## src/rtl/strm2mem_pkg.sv

```systemverilog
package strm2mem_pkg;

  typedef enum logic [1:0] {
    S_IDLE  = 2'd0,
    S_FETCH = 2'd1,
    S_ISSUE = 2'd2
  } engState_t;

  typedef struct packed {
    logic start;    // load working pointers from programmed words
    logic capture;  // stream word taken into the beat register
    logic advance;  // memory took the outstanding beat
    logic wrDest;   // software writes the destination word
    logic wrLen;    // software writes the byte count word
  } ctrlStrb_t;

endpackage

```

## src/rtl/s2m_ctrl.sv

```systemverilog
module s2m_ctrl
  import strm2mem_pkg::*;
#(
  parameter int ADDR_W = 64,
  parameter logic [ADDR_W-1:0] BASE_ADDR = 64'h0000_0000_4000_0000,
  parameter int WIN_BITS = 6,
  parameter int SEL_LSB = 3
) (
  input  logic                 clk,
  input  logic                 rstN,
  input  logic                 busValid,
  input  logic                 busWrite,
  input  logic [ADDR_W-1:0]    busAddr,
  input  logic                 wrBit,
  input  logic                 inValid,
  input  logic                 memReady,
  input  logic                 remZero,
  output ctrlStrb_t            strb,
  output logic                 hit,
  output logic [WIN_BITS-SEL_LSB-1:0] regSel,
  output logic                 inReady,
  output logic                 memValid,
  output logic                 running,
  output logic                 complete
);

  localparam int SEL_W = WIN_BITS - SEL_LSB;
  localparam logic [ADDR_W-1:0] WIN_MASK = ADDR_W'((64'd1 << WIN_BITS) - 64'd1);
  localparam logic [SEL_W-1:0] SEL_DEST = SEL_W'(0);
  localparam logic [SEL_W-1:0] SEL_LEN  = SEL_W'(1);
  localparam logic [SEL_W-1:0] SEL_RUN  = SEL_W'(2);
  localparam logic [SEL_W-1:0] SEL_DONE = SEL_W'(3);

  engState_t state;
  logic      wrHit;
  logic      startReq;

  assign hit      = ((busAddr ^ BASE_ADDR) & ~WIN_MASK) == '0;
  assign regSel   = busAddr[WIN_BITS-1:SEL_LSB];
  assign wrHit    = busValid && busWrite && hit;
  assign startReq = wrHit && (regSel == SEL_RUN) && wrBit && (state == S_IDLE);

  assign running  = (state != S_IDLE);
  assign inReady  = (state == S_FETCH) && !remZero;
  assign memValid = (state == S_ISSUE);

  always_comb begin
    strb         = '0;
    strb.start   = startReq;
    strb.capture = inReady && inValid;
    strb.advance = memValid && memReady;
    strb.wrDest  = wrHit && (regSel == SEL_DEST);
    strb.wrLen   = wrHit && (regSel == SEL_LEN);
  end

  always_ff @(posedge clk) begin
    if (!rstN) begin
      state    <= S_IDLE;
      complete <= 1'b0;
    end else begin
      unique case (state)
        S_IDLE:  if (startReq) state <= S_FETCH;
        S_FETCH: begin
          if (remZero)      state <= S_IDLE;
          else if (inValid) state <= S_ISSUE;
        end
        S_ISSUE: if (memReady) state <= S_FETCH;
        default: state <= S_IDLE;
      endcase

      if (startReq)
        complete <= 1'b0;
      else if (state == S_FETCH && remZero)
        complete <= 1'b1;
      else if (wrHit && regSel == SEL_DONE && !wrBit)
        complete <= 1'b0;
    end
  end

  a_r5_ready_needs_run: assert property (@(posedge clk) disable iff (!rstN)
    inReady |-> running);
  a_r5_no_overlap: assert property (@(posedge clk) disable iff (!rstN)
    !(inReady && memValid));
  a_r8_done_with_stop: assert property (@(posedge clk) disable iff (!rstN)
    $rose(complete) |-> $fell(running));
  a_r4_start_effect: assert property (@(posedge clk) disable iff (!rstN)
    strb.start |=> running && !complete);
  a_r9_set_only_by_engine: assert property (@(posedge clk) disable iff (!rstN)
    (!complete && !(state == S_FETCH && remZero)) |=> !complete);

endmodule

```

## src/rtl/s2m_path.sv

```systemverilog
module s2m_path
  import strm2mem_pkg::*;
#(
  parameter int ADDR_W = 64,
  parameter int LEN_W  = 64,
  parameter int DATA_W = 64
) (
  input  logic              clk,
  input  logic              rstN,
  input  ctrlStrb_t         strb,
  input  logic [63:0]       busWdata,
  input  logic [DATA_W-1:0] inData,
  output logic [ADDR_W-1:0] progDest,
  output logic [LEN_W-1:0]  progLen,
  output logic [ADDR_W-1:0] memAddr,
  output logic [DATA_W-1:0] memData,
  output logic [DATA_W/8-1:0] memStrb,
  output logic              remZero
);

  localparam int BYTES  = DATA_W / 8;
  localparam int STRB_W = BYTES;
  localparam int SH     = $clog2(BYTES);

  logic [ADDR_W-1:0] curAddr;
  logic [LEN_W-1:0]  remLen;
  logic [DATA_W-1:0] beatData;
  logic              lastPartial;

  assign remZero     = (remLen == '0);
  assign lastPartial = (remLen < LEN_W'(BYTES));
  assign memAddr     = curAddr;
  assign memData     = beatData;
  assign memStrb     = lastPartial
                     ? ((STRB_W'(1) << remLen[SH-1:0]) - STRB_W'(1))
                     : '1;

  // Programmed words and the beat register carry no reset.
  always_ff @(posedge clk) begin
    if (strb.wrDest)  progDest <= ADDR_W'(busWdata);
    if (strb.wrLen)   progLen  <= LEN_W'(busWdata);
    if (strb.capture) beatData <= inData;
  end

  always_ff @(posedge clk) begin
    if (!rstN) begin
      curAddr <= '0;
      remLen  <= '0;
    end else if (strb.start) begin
      curAddr <= progDest;
      remLen  <= progLen;
    end else if (strb.advance) begin
      curAddr <= curAddr + ADDR_W'(BYTES);
      remLen  <= lastPartial ? '0 : remLen - LEN_W'(BYTES);
    end
  end

  a_r7_strb_low_run: assert property (@(posedge clk) disable iff (!rstN)
    !remZero |-> (memStrb != '0) && (((memStrb + STRB_W'(1)) & memStrb) == '0));
  a_r3_prog_kept: assert property (@(posedge clk) disable iff (!rstN)
    (strb.advance && !strb.wrDest) |=> $stable(progDest));

endmodule

```

## src/rtl/strm2mem_writer.sv

```systemverilog
module strm2mem_writer
  import strm2mem_pkg::*;
#(
  parameter int ADDR_W = 64,
  parameter int LEN_W  = 64,
  parameter int DATA_W = 64,
  parameter logic [ADDR_W-1:0] BASE_ADDR = 64'h0000_0000_4000_0000,
  parameter int WIN_BITS = 6
) (
  input  logic                clk,
  input  logic                rstN,
  input  logic                busValid,
  input  logic                busWrite,
  input  logic [ADDR_W-1:0]   busAddr,
  input  logic [63:0]         busWdata,
  output logic [63:0]         busRdata,
  input  logic                inValid,
  input  logic [DATA_W-1:0]   inData,
  output logic                inReady,
  output logic                memValid,
  input  logic                memReady,
  output logic [ADDR_W-1:0]   memAddr,
  output logic [DATA_W-1:0]   memData,
  output logic [DATA_W/8-1:0] memStrb
);

  localparam int SEL_LSB = 3;
  localparam int SEL_W   = WIN_BITS - SEL_LSB;

  ctrlStrb_t         strb;
  logic              hit;
  logic [SEL_W-1:0]  regSel;
  logic              running;
  logic              complete;
  logic              remZero;
  logic [ADDR_W-1:0] progDest;
  logic [LEN_W-1:0]  progLen;

  s2m_ctrl #(
    .ADDR_W(ADDR_W), .BASE_ADDR(BASE_ADDR), .WIN_BITS(WIN_BITS), .SEL_LSB(SEL_LSB)
  ) uCtrl (
    .clk(clk), .rstN(rstN),
    .busValid(busValid), .busWrite(busWrite), .busAddr(busAddr), .wrBit(busWdata[0]),
    .inValid(inValid), .memReady(memReady), .remZero(remZero),
    .strb(strb), .hit(hit), .regSel(regSel),
    .inReady(inReady), .memValid(memValid), .running(running), .complete(complete)
  );

  s2m_path #(
    .ADDR_W(ADDR_W), .LEN_W(LEN_W), .DATA_W(DATA_W)
  ) uPath (
    .clk(clk), .rstN(rstN), .strb(strb), .busWdata(busWdata), .inData(inData),
    .progDest(progDest), .progLen(progLen),
    .memAddr(memAddr), .memData(memData), .memStrb(memStrb), .remZero(remZero)
  );

  always_comb begin
    busRdata = '0;
    if (busValid && hit) begin
      case (regSel)
        SEL_W'(0): busRdata = 64'(progDest);
        SEL_W'(1): busRdata = 64'(progLen);
        SEL_W'(2): busRdata = {63'd0, running};
        SEL_W'(3): busRdata = {63'd0, complete};
        default:   busRdata = '0;
      endcase
    end
  end

  a_r6_hold_request: assert property (@(posedge clk) disable iff (!rstN)
    (memValid && !memReady) |=>
      memValid && $stable(memAddr) && $stable(memData) && $stable(memStrb));
  a_r6_one_beat_per_word: assert property (@(posedge clk) disable iff (!rstN)
    (inValid && inReady) |=> memValid);

endmodule

```

## config.mk

```make
export PLATFORM = sky130hd
export DESIGN_NAME = strm2mem_writer
export DESIGN_NICKNAME = d
export VERILOG_FILES = /design/src/rtl/strm2mem_pkg.sv /design/src/rtl/s2m_ctrl.sv /design/src/rtl/s2m_path.sv /design/src/rtl/strm2mem_writer.sv
export SDC_FILE = /design/constraint.sdc
export NUM_CORES = 1
export LEC_CHECK = 0
export ABC_AREA = 1
export BUFFER_PORTS_ARGS = -buffer_cell sky130_fd_sc_hd__buf_4
export CORE_ASPECT_RATIO = 0.8
export CORE_MARGIN = 10
export CORE_UTILIZATION = 50
export CTS_BUF_LIST = sky130_fd_sc_hd__clkbuf_8
export DETAILED_ROUTE_END_ITERATION = 10
export PLACE_DENSITY = 0.75
export SYNTH_ARGS = -nofsm -noshare
export SYNTH_HDL_FRONTEND = slang
export SYNTH_HIERARCHICAL = 1
export SYNTH_SLANG_ARGS = --single-unit
```

## constraint.sdc

```tcl
create_clock -name clk -period 13.79 [get_ports clk]
set_clock_uncertainty 0.1 [all_clocks]
set_input_delay 2.758 -clock clk [delete_from_list [all_inputs] [get_ports clk]]
set_output_delay 2.758 -clock clk [all_outputs]
set_load 0.05 [all_outputs]
```

==> results.py <==
metrics = {
    "grt": {
        "grtUsageMet3_pct": 7.91,
        "grt_pass1_vias": 15500,
        "grt_use_total_pct": 30.7,
        "grt-ovfl-total": 0,
        "grtUsageMet1_pct": 40.9,
        "grt_use_met2_pct": 48.4,
        "antenna_found_initial": 2,
        "grt_max_degree": 79,
        "busiest_layer": "met2",
        "grt_pass1_wl_mm": 97.3,
    },
    "drt": {
        "drt-wirelength-per-cell_um": 23.1,
        "ant_nets": 0,
        "route.detailed.drc": 0,
        "wirelength_mm": 66.0,
        "drt_iter0_drc": 1820,
        "vias": 16400,
        "first_pass_iters": 6,
        "via_per_inst": 5.76,
    },
    "pwr": {
        "swShare_pct": 22.2,
        "internal_power_mw": 1.58,
        "power_frac_comb_pct": 3.8,
        "p_sw_uw": 451,
        "p_per_area_nw_per_um2": 97.0,
        "max-vdd-ir-drop_mv": 0.0968,
        "power.leakage_nw": 8.36,
        "power_frac_seq_pct": 50.3,
        "clockPowerShare_pct": 45.9,
    },
    "sta": {
        "fmax_ghz": 0.128,
        "grt_setup_unrepaired": "no",
        "hold_viol": 0,
        "tightest_slew_ns": 0.973,
        "finalSetupViolations": 0,
        "finalSetupTns_ns": 0,
        "min_period_ns": 7.81,
        "timing.hold.ws_ns": 0.426,
        "slew-limit-headroom_pct": 35.0,
        "post-route-period-util_pct": 56.6,
        "drv_slew": 0,
    },
    "layout": {
        "final_nets": 2582,
        "drive_gt1_share_pct": 24.1,
        "antenna_cells": 0,
        "fillers": 2775,
        "syn_to_final_growth_pct": 26.6,
        "mostFrequentLayoutCell": "nand2_1",
        "register_area_um2": 8390,
        "layout_common_cells": "nand2_1, buf_4, nor2_1",
        "stdcell_area_um2": 20900,
        "multi_input_area_um2": 7190,
    },
    "job": {
        "maxCapViolCount": 0,
    },
    "yosys": {
        "yosys_most_used_dff": "edfxtp_1",
        "netlist_instances": 2000,
        "synth-edff-count": 192,
        "ys_ff_latch": 323,
        "synth.distinct_cells": 49,
        "ys_warn_count": 6,
        "ys_async_sr_fraction_pct": 0,
        "synth.cell_area_um2": 16500,
        "synth.net_count": 2201,
        "synth.avg_cell_area_um2": 8.26,
        "ys_seq_area_share_pct": 50.8,
    },
    "floorplan": {
        "initial_core_util_pct": 50.7,
        "dieArea_um2": 40700,
        "die_y_um": 183,
        "core_um2": 32600,
        "std_cell_rows": 59,
        "ioPinCount": 400,
        "fp.dieW_um": 223,
    },
    "clocking": {
        "clkLatencyLatePin_ns": 0.64,
        "post_cts_resize_count": 0,
        "hold_buffers": 0,
        "root_buffer": "clkbuf_8",
        "cts.sinks": 323,
        "cts_setup_buffers": 0,
        "cts-htree-levels": 2,
        "cts_tree": "yes",
        "clk_pin_slew_ns": 0.06,
        "numCtsBuffers": 52,
        "clock_path_buffers": 3,
    },
    "worst_setup_path": {
        "cp-end-kind": "output port",
        "worstPathMaxFanout": 63,
        "cp.required_ns": 10.93,
        "start_kind": "primary input",
        "cp.arrival_ns": 4.95,
        "critPathKind": "primary input to output port",
    },
    "min_path": {
        "hp-class": "flop to flop",
    },
    "status": {
        "status": "complete, no violations",
    },
    "placed_design": {
        "place.gp.congestion": 0.972,
        "port_buffers": 396,
        "place_area_um2": 19700,
        "dp_hpwl_mm": 49.9,
    },
}
## through the flow
step | instances | power [mW] | worst slack (ns) | utilization [%]
3_3_place_gp | 2754 | 1.12 | 6.08 | 60.7
6_report | 2852 | 2.03 | 5.98 | 64.2
5_1_grt | 2852 | 2.08 | 5.94 | 64.2
4_1_cts | 2852 | 2.04 | 6.06 | 64.2
3_5_place_dp | 2754 | 1.12 | 6.07 | 60.7
2_1_floorplan | 2000 | 1.06 | 5.29 | -
## cells in the mapped netlist (15+ instances only)
cell type,n,area [µm²]
nand2_1,433,1630
nor2_1,309,1160
edfxtp_1,192,5770
nand3_1,155,776
a21oi_1,142,711
inv_1,142,533
dfxtp_1,131,2620
clkbuf_1,51,191
o21ai_0,49,245
a31oi_1,45,282
o221ai_1,36,315
nand4_1,34,213
nor3_1,33,165
xor2_1,31,272
a22oi_1,26,195
nand2_2,24,150
xnor2_1,19,166
nor2_2,18,113
buf_2,15,75.1
## layout make-up
cell class | instances | area share [%]
Sequential cell | 323 | 40.1
Multi-Input combinational cell | 1443 | 34.4
Clock inverter | 41 | 1.81
Timing Repair Buffer | 409 | 14.7
Inverter | 152 | 2.73
Clock buffer | 57 | 3.75
Tap cell | 427 | 2.55
## flip-flops by register name (all words and copies together) (netlist names)
| register | flops |
|---|---|
| uPath/remLen | 64 |
| uCtrl/complete | 1 |
| uPath/progLen | 64 |
| uPath/memData | 64 |
| uPath/memAddr | 64 |
| uPath/progDest | 64 |
| uCtrl/state | 2 |
## worst max-delay path, cell delays in order
cell and delay (ns):
buf_4 0.11, nor2_1 0.10, nand2_1 0.07, nor2_1 0.23
nand2_1 0.10, nor2_2 0.16, nand2_2 0.08, inv_1 0.08
nand2_2 0.05, buf_4 0.34, a21oi_1 0.50, buf_4 0.29
## power by group through the flow
stage	Clock [mW]	Sequential [mW]	Combinational, mW
2_1_floorplan	0	1.04	0.0230
3_3_place_gp	0	1.04	0.0749
3_5_place_dp	0	1.04	0.0770
4_1_cts	0.938	1.02	0.0772
5_1_grt	0.981	1.02	0.0833
6_report	0.931	1.02	0.0778
## kinds of logic (layout without fill, tap and decap cells)
kind of cell,count (synthesis),count (layout),synth area share (%)
and+or+nand+nor,1054,1054,28.1
buffers and inverters,234,659,5.86
xor gates and xnor gates,50,50,2.65
AOI/OAI and AO/OA,336,336,12.4
DFF,323,323,50.8
adders and majority gates,3,3,0.227
## routing by layer
| metal | vias to the layer above | wire (µm) |
|---|---|---|
| li1 | 7612 | - |
| met4 | 2 | 1790 |
| met1 | 7845 | 27000 |
| met5 | - | 7 |
| met2 | 861 | 30200 |
| met3 | 100 | 6940 |
## final timing paths
path,from,end,slack (ns),cells after the start
setup / recovery,busAddr[43],busRdata[42],5.98,12
hold / removal,uPath/progDest[1],uPath/memAddr[1],0.43,2
setup reg to reg,uCtrl/state[0],uPath/remLen[33],9.71,12
hold reg to reg,uPath/progDest[1],uPath/memAddr[1],0.43,2
Power figures use the tool's default switching activity.
